## src/rtl/sr_guard_pkg.sv

```systemverilog
package sr_guard_pkg;
  typedef enum logic [1:0] {
    PROT_NONE    = 2'b00,
    PROT_QUARTER = 2'b01,
    PROT_HALF    = 2'b10,
    PROT_ALL     = 2'b11
  } prot_lvl_e;

  localparam int unsigned SR_W      = 8;
  localparam int unsigned SR_PEN    = 7;
  localparam int unsigned SR_LVL_HI = 3;
  localparam int unsigned SR_LVL_LO = 2;
  localparam int unsigned SR_WEN    = 1;

  function automatic logic [SR_W-1:0] pack_status(logic pen, prot_lvl_e lvl, logic wen);
    logic [SR_W-1:0] s;
    s = '0;
    s[SR_PEN] = pen;
    s[SR_LVL_HI:SR_LVL_LO] = lvl;
    s[SR_WEN] = wen;
    return s;
  endfunction
endpackage

```

## src/rtl/sr_wel.sv

```systemverilog
module sr_wel (
  input  logic clk_i,
  input  logic rst_ni,
  input  logic set_i,
  input  logic clr_i,
  input  logic busy_i,
  input  logic busy_fall_i,
  output logic wen_o
);
  logic wen_q;

  always_ff @(posedge clk_i or negedge rst_ni) begin
    if (!rst_ni)          wen_q <= 1'b0;
    else if (busy_fall_i) wen_q <= 1'b0;
    else if (!busy_i) begin
      if (clr_i)      wen_q <= 1'b0;
      else if (set_i) wen_q <= 1'b1;
    end
  end

  assign wen_o = wen_q;

  a_r9_cleared_after_busy: assert property (@(posedge clk_i) disable iff (!rst_ni)
    busy_fall_i |=> !wen_o);
  a_r9_hold_while_busy: assert property (@(posedge clk_i) disable iff (!rst_ni)
    busy_i |=> $stable(wen_o));
  a_r2_clear_wins: assert property (@(posedge clk_i) disable iff (!rst_ni)
    (clr_i && !busy_i) |=> !wen_o);
endmodule

```

## src/rtl/sr_commit.sv

```systemverilog
module sr_commit
  import sr_guard_pkg::*;
(
  input  logic      clk_i,
  input  logic      rst_ni,
  input  logic      cs_ni,
  input  logic      req_i,
  input  logic      pen_data_i,
  input  prot_lvl_e lvl_data_i,
  input  logic      wen_i,
  input  logic      busy_i,
  input  logic      wp_ni,
  output logic      hw_prot_o,
  output logic      start_o,
  output logic      pen_o,
  output prot_lvl_e lvl_o
);
  logic      cs_q;
  logic      pend_q;
  logic      pend_pen_q;
  prot_lvl_e pend_lvl_q;
  logic      pen_q;
  prot_lvl_e lvl_q;
  logic      cs_rise;
  logic      accept;

  assign hw_prot_o = pen_q & ~wp_ni;
  assign cs_rise   = cs_ni & ~cs_q;
  assign accept    = req_i & ~cs_ni & wen_i & ~busy_i & ~hw_prot_o;
  assign start_o   = cs_rise & pend_q & ~hw_prot_o;

  always_ff @(posedge clk_i or negedge rst_ni) begin
    if (!rst_ni) begin
      cs_q       <= 1'b1;
      pend_q     <= 1'b0;
      pend_pen_q <= 1'b0;
      pend_lvl_q <= PROT_NONE;
    end else begin
      cs_q <= cs_ni;
      if (cs_rise)                    pend_q <= 1'b0;
      else if (!cs_ni && hw_prot_o)   pend_q <= 1'b0;  // pin abort
      else if (accept) begin
        pend_q     <= 1'b1;
        pend_pen_q <= pen_data_i;
        pend_lvl_q <= lvl_data_i;
      end
    end
  end

  always_ff @(posedge clk_i or negedge rst_ni) begin
    if (!rst_ni) begin
      pen_q <= 1'b0;
      lvl_q <= PROT_NONE;
    end else if (start_o) begin
      pen_q <= pend_pen_q;
      lvl_q <= pend_lvl_q;
    end
  end

  assign pen_o = pen_q;
  assign lvl_o = lvl_q;

  a_r6_only_commit_changes: assert property (@(posedge clk_i) disable iff (!rst_ni)
    !start_o |=> ($stable(pen_o) && $stable(lvl_o)));
  a_r8_pin_aborts: assert property (@(posedge clk_i) disable iff (!rst_ni)
    (!cs_ni && hw_prot_o) |=> !pend_q);
  a_r10_pen_held: assert property (@(posedge clk_i) disable iff (!rst_ni)
    (pen_o && !wp_ni) |=> pen_o);
endmodule

```

## src/rtl/sr_prot_decode.sv

```systemverilog
module sr_prot_decode
  import sr_guard_pkg::*;
#(
  parameter int unsigned ADDR_W = 11
) (
  input  prot_lvl_e         lvl_i,
  input  logic [ADDR_W-1:0] addr_i,
  output logic              prot_o
);
  localparam int unsigned TOP_HI = ADDR_W - 1;
  localparam int unsigned TOP_LO = ADDR_W - 2;

  logic [1:0] top;
  logic       unused_low;

  assign top = addr_i[TOP_HI:TOP_LO];

  generate
    if (ADDR_W > 2) begin : g_low
      assign unused_low = ^addr_i[TOP_LO-1:0];
    end else begin : g_nolow
      assign unused_low = 1'b0;
    end
  endgenerate

  always_comb begin
    unique case (lvl_i)
      PROT_NONE:    prot_o = 1'b0;
      PROT_QUARTER: prot_o = &top;
      PROT_HALF:    prot_o = top[1];
      default:      prot_o = 1'b1;
    endcase
  end
endmodule

```

## src/rtl/sr_guard.sv

```systemverilog
module sr_guard
  import sr_guard_pkg::*;
#(
  parameter int unsigned ADDR_W = 11
) (
  input  logic              clk_i,
  input  logic              rst_ni,
  input  logic              wel_set_i,
  input  logic              wel_clr_i,
  input  logic              sr_wr_req_i,
  input  logic [7:0]        sr_wr_data_i,
  input  logic              cs_ni,
  input  logic              wp_ni,
  input  logic              busy_i,
  input  logic [ADDR_W-1:0] chk_addr_i,
  output logic              wr_permit_o,
  output logic              sr_start_o,
  output logic [7:0]        status_o
);
  logic      busy_q;
  logic      busy_fall;
  logic      wen;
  logic      pen;
  logic      hw_prot;
  logic      addr_prot;
  prot_lvl_e lvl;
  logic      unused_data;

  assign unused_data = ^{sr_wr_data_i[6:4], sr_wr_data_i[1:0], hw_prot};

  always_ff @(posedge clk_i or negedge rst_ni) begin
    if (!rst_ni) busy_q <= 1'b0;
    else         busy_q <= busy_i;
  end

  assign busy_fall = busy_q & ~busy_i;

  sr_wel u_wel (
    .clk_i       (clk_i),
    .rst_ni      (rst_ni),
    .set_i       (wel_set_i),
    .clr_i       (wel_clr_i),
    .busy_i      (busy_i),
    .busy_fall_i (busy_fall),
    .wen_o       (wen)
  );

  sr_commit u_commit (
    .clk_i      (clk_i),
    .rst_ni     (rst_ni),
    .cs_ni      (cs_ni),
    .req_i      (sr_wr_req_i),
    .pen_data_i (sr_wr_data_i[SR_PEN]),
    .lvl_data_i (prot_lvl_e'(sr_wr_data_i[SR_LVL_HI:SR_LVL_LO])),
    .wen_i      (wen),
    .busy_i     (busy_i),
    .wp_ni      (wp_ni),
    .hw_prot_o  (hw_prot),
    .start_o    (sr_start_o),
    .pen_o      (pen),
    .lvl_o      (lvl)
  );

  sr_prot_decode #(.ADDR_W(ADDR_W)) u_decode (
    .lvl_i  (lvl),
    .addr_i (chk_addr_i),
    .prot_o (addr_prot)
  );

  assign wr_permit_o = wen & ~addr_prot;
  assign status_o    = busy_i ? {SR_W{1'b1}} : pack_status(pen, lvl, wen);

  a_r5_permit_needs_wen: assert property (@(posedge clk_i) disable iff (!rst_ni)
    (wr_permit_o && !busy_i) |-> status_o[SR_WEN]);
  a_r4_all_blocks: assert property (@(posedge clk_i) disable iff (!rst_ni)
    (!busy_i && status_o[SR_LVL_HI:SR_LVL_LO] == 2'b11) |-> !wr_permit_o);
endmodule

```

## config.mk

```make
export PLATFORM = sky130hd
export DESIGN_NAME = sr_guard
export DESIGN_NICKNAME = d
export VERILOG_FILES = /design/src/rtl/sr_guard_pkg.sv /design/src/rtl/sr_wel.sv /design/src/rtl/sr_commit.sv /design/src/rtl/sr_prot_decode.sv /design/src/rtl/sr_guard.sv
export SDC_FILE = /design/constraint.sdc
export NUM_CORES = 1
export LEC_CHECK = 0
export ABC_AREA = 1
export BUFFER_PORTS_ARGS = -buffer_cell sky130_fd_sc_hd__buf_4
export CAP_MARGIN = 15
export CORE_AREA = 2 2 39 41
export CTS_BUF_LIST = sky130_fd_sc_hd__clkbuf_2
export DETAILED_ROUTE_END_ITERATION = 6
export DIE_AREA = 0 0 41 43
export PLACE_DENSITY = 0.76
export SETUP_SLACK_MARGIN = 0.15
export SLEW_MARGIN = 20
export SYNTH_ARGS = -nofsm -noshare
export SYNTH_HDL_FRONTEND = slang
export SYNTH_SLANG_ARGS = --single-unit
```

## constraint.sdc

```tcl
create_clock -name clk_i -period 1.3 [get_ports clk_i]
set_clock_uncertainty 0.1 [all_clocks]
set_input_delay 0 -clock clk_i [delete_from_list [all_inputs] [get_ports clk_i]]
set_output_delay 0 -clock clk_i [all_outputs]
set_load 0.005 [all_outputs]
```

==> metrics.cfg <==
[synthesis]
synth_edf_count = 0
synth_compound_area_share_pct = 6.01
syn_area_per_cell_um2 = 8.67
yosysTopAreaCellShare_pct = 43.3
syn_nets = 87
yosysWarnings = 0
ys_ff_latch = 10
synth_simple_gate_area_share_pct = 34.1
yosys.area.top_type = dfrtp_1
netlist_instances = 60
synthMuxAreaShare_pct = 0
ys_dominant_reg_cell = dfrtp_1
synth_area_um2 = 520
synth_most_common_cell = nand2_1
synth_fa_ha_area_share_pct = 0
synth_xor_area_share_pct = 0
synth_area_leaders = dfrtp_1 (43%), nand2_1 (11%), nand4_1 (7.2%)
synth-seq-area-share_pct = 48.3
yosys-top-cells-count = nand2_1 (15), dfrtp_1 (9), inv_1 (8)
synth_cell_type_count = 16
synth_top_family_by_area = simple AND/OR/NAND/NOR gates
synthArstFlopShare_pct = 100

[finish]
stdcell_area_um2 = 842
drive_above_1_share_pct = 41.8
nets = 126
n_antenna_cell = 0
synthToLayoutAreaGrowth_pct = 61.8

[critical_path]
cp_num_cells = 4
critPathBufInv = 2
worst_setup_path_end_kind = output pin
reg2reg_from = u_commit.pen_o
start_kind = flip-flop
max_stage_delay_ns = 0.56
worstPathRequired_ns = 1.20
cp-endpoint = sr_start_o
crit_fanout = 2
path_cells = nor2_4 > nand3_2 > inv_2 > buf_6
crit_type = flip-flop to output pin
cp_data_arrival_time_ns = 1.05
rr_worst_depth = 5
critPathTopFamily = flip-flops
cp-startpoint = u_commit.cs_q
timing.rr.end = u_commit.pen_o
reg2reg_slack_ns = 0.21
cpMaxStageDelayCell = dfstp_2

[timing]
setup_tns_ns = 0
rsz0062_at_grt = yes
finalHoldViolations = 0
slew_headroom_pct = 86.7
slew_violations = 0
setup-violations-final = 0
fmax_mhz = 869
tightest_slew_ns = 0.200
fin_crit_ns = 1.15
fin_crit_sh_pct = 88.5

[grt]
grt_pass1_vias = 468
grt_first_pass_wirelength_um = 1770
antenna_found_initial = 0
gr-total-overflow = 0
grt_max_degree = 11
grt_usage_pct = 15.2

[clock_tree]
cts_buffer_depth = 2
clock_sinks = 10
worstSkewPairLatency_ns = 0.26
cts_tree = done
cts-buffers-inserted = 3
root_buffer = clkbuf_2
path_clk_slew_ns = 0.10
htreeDepth = 1

[die]
die_w_um = 41
io_pins = 37
start_util_pct = 37.6
die-height_um = 43
rows = 14
die_area_um2 = 1760
core_um2 = 1380

[run]
maxCapViolations = 0

[worst_hold_path]
hold_class = input port to flip-flop
hold_path_startpoint = busy_i

[drt]
vias_per_cell = 4.43
routed_wl_um = 1170
drt_first_pass_iters = 3
dr_total_vias = 505
avgRoutedWirePerCell_um = 10.2
drtIter0Drc = 3
ant_nets = 0
drc = 0

[pwr]
p_leak_nw = 0.457
p_per_area_nw_per_um2 = 1120
peakVddDrop_mv = 0.660

[placement]
routabilityCongestion = 0.785
io_buffers = 22
place_area_um2 = 676

[outcome]
outcome = completed

## area by class of cell
type | instances | area (um^2)
Clock buffer | 4 | 20.0
Fill cell | 119 | 542
Sequential cell | 10 | 251
Timing Repair Buffer | 38 | 312
Inverter | 8 | 30.0
Multi-Input combinational cell | 38 | 209
Tap cell | 16 | 20.0
## worst min-delay path by stage
stage | endpoint | cells past startpoint
2_1_floorplan | busy_q | 0
3_3_place_gp | u_commit.pend_lvl_q[0] | 1
3_5_place_dp | u_commit.pend_lvl_q[0] | 1
4_1_cts | u_commit.pend_lvl_q[0] | 4
5_1_grt | u_commit.pend_lvl_q[1] | 5
6_report | u_commit.pend_lvl_q[1] | 4
## state kept, by name (all words and copies together), names as in the netlist
name,cells
u_wel.wen_o,1
u_commit.lvl_o,2
u_commit.pend_q,1
u_commit.pend_pen_q,1
u_commit.pen_o,1
busy_q,1
u_commit.cs_q,1
u_commit.pend_lvl_q,2
## repair_timing
action / CTS / global route
hold buffers: 9 / 0
pin swaps: 1 / 3
resized for setup: 2 / 0
endpoints found under the setup margin: 1 / 7
endpoints found under the hold margin: 17 / 0
setup buffers: 3 / 4
## logic make-up after synthesis
logic type / count (synthesis)
DFF: 10
and+or+nand+nor: 33
AOI/OAI and AO/OA: 5
buffers and inverters: 12
## per-layer routing
| metal | GRT usage (%) | wire length [um] |
|---|---|---|
| met1 | 15.8 | 471 |
| met2 | 25.3 | 606 |
| met3 | 3.14 | 73 |
| met4 | 10.0 | 16 |
| met5 | 0 | 0 |
## where the power goes
part,internal [mW],switching (mW)
Sequential,0.377,0.0545
Combinational,0.197,0.129
Clock,0.0816,0.107
## metrics by stage
step	total power, mW	worst slack (ns)	hold slack [ns]	cells	util [%]
global route	1.02	0.0717	0.0263	114	60.8
floorplan	0.559	0.347	-0.396	60	-
finish	0.946	0.149	0.0132	114	60.8
CTS	0.896	0.134	0.0155	110	58.7
global placement	0.662	0.278	-0.267	94	48.8
detailed placement	0.669	0.268	-0.266	94	48.8
## layout by cell type, fill, tap and decap left out
master	n
nor2_2	1
or2_1	3
inv_2	1
a21oi_2	1
nand3_2	2
dfrtp_1	9
inv_1	7
dfstp_2	1
a21oi_1	3
nand2_4	1
o21a_1	1
nor2_1	3
nand3_1	1
buf_6	1
nor2_4	1
dlygate4sd3_1	9
buf_4	28
nand4_1	6
clkbuf_2	4
nand2_1	15
## tightest hold or removal path: stages
cell	delay, ns
buf_4	0.13
nor2_2	0.07
nand4_1	0.09
nand2_1	0.05
Power figures use the tool's default switching activity.
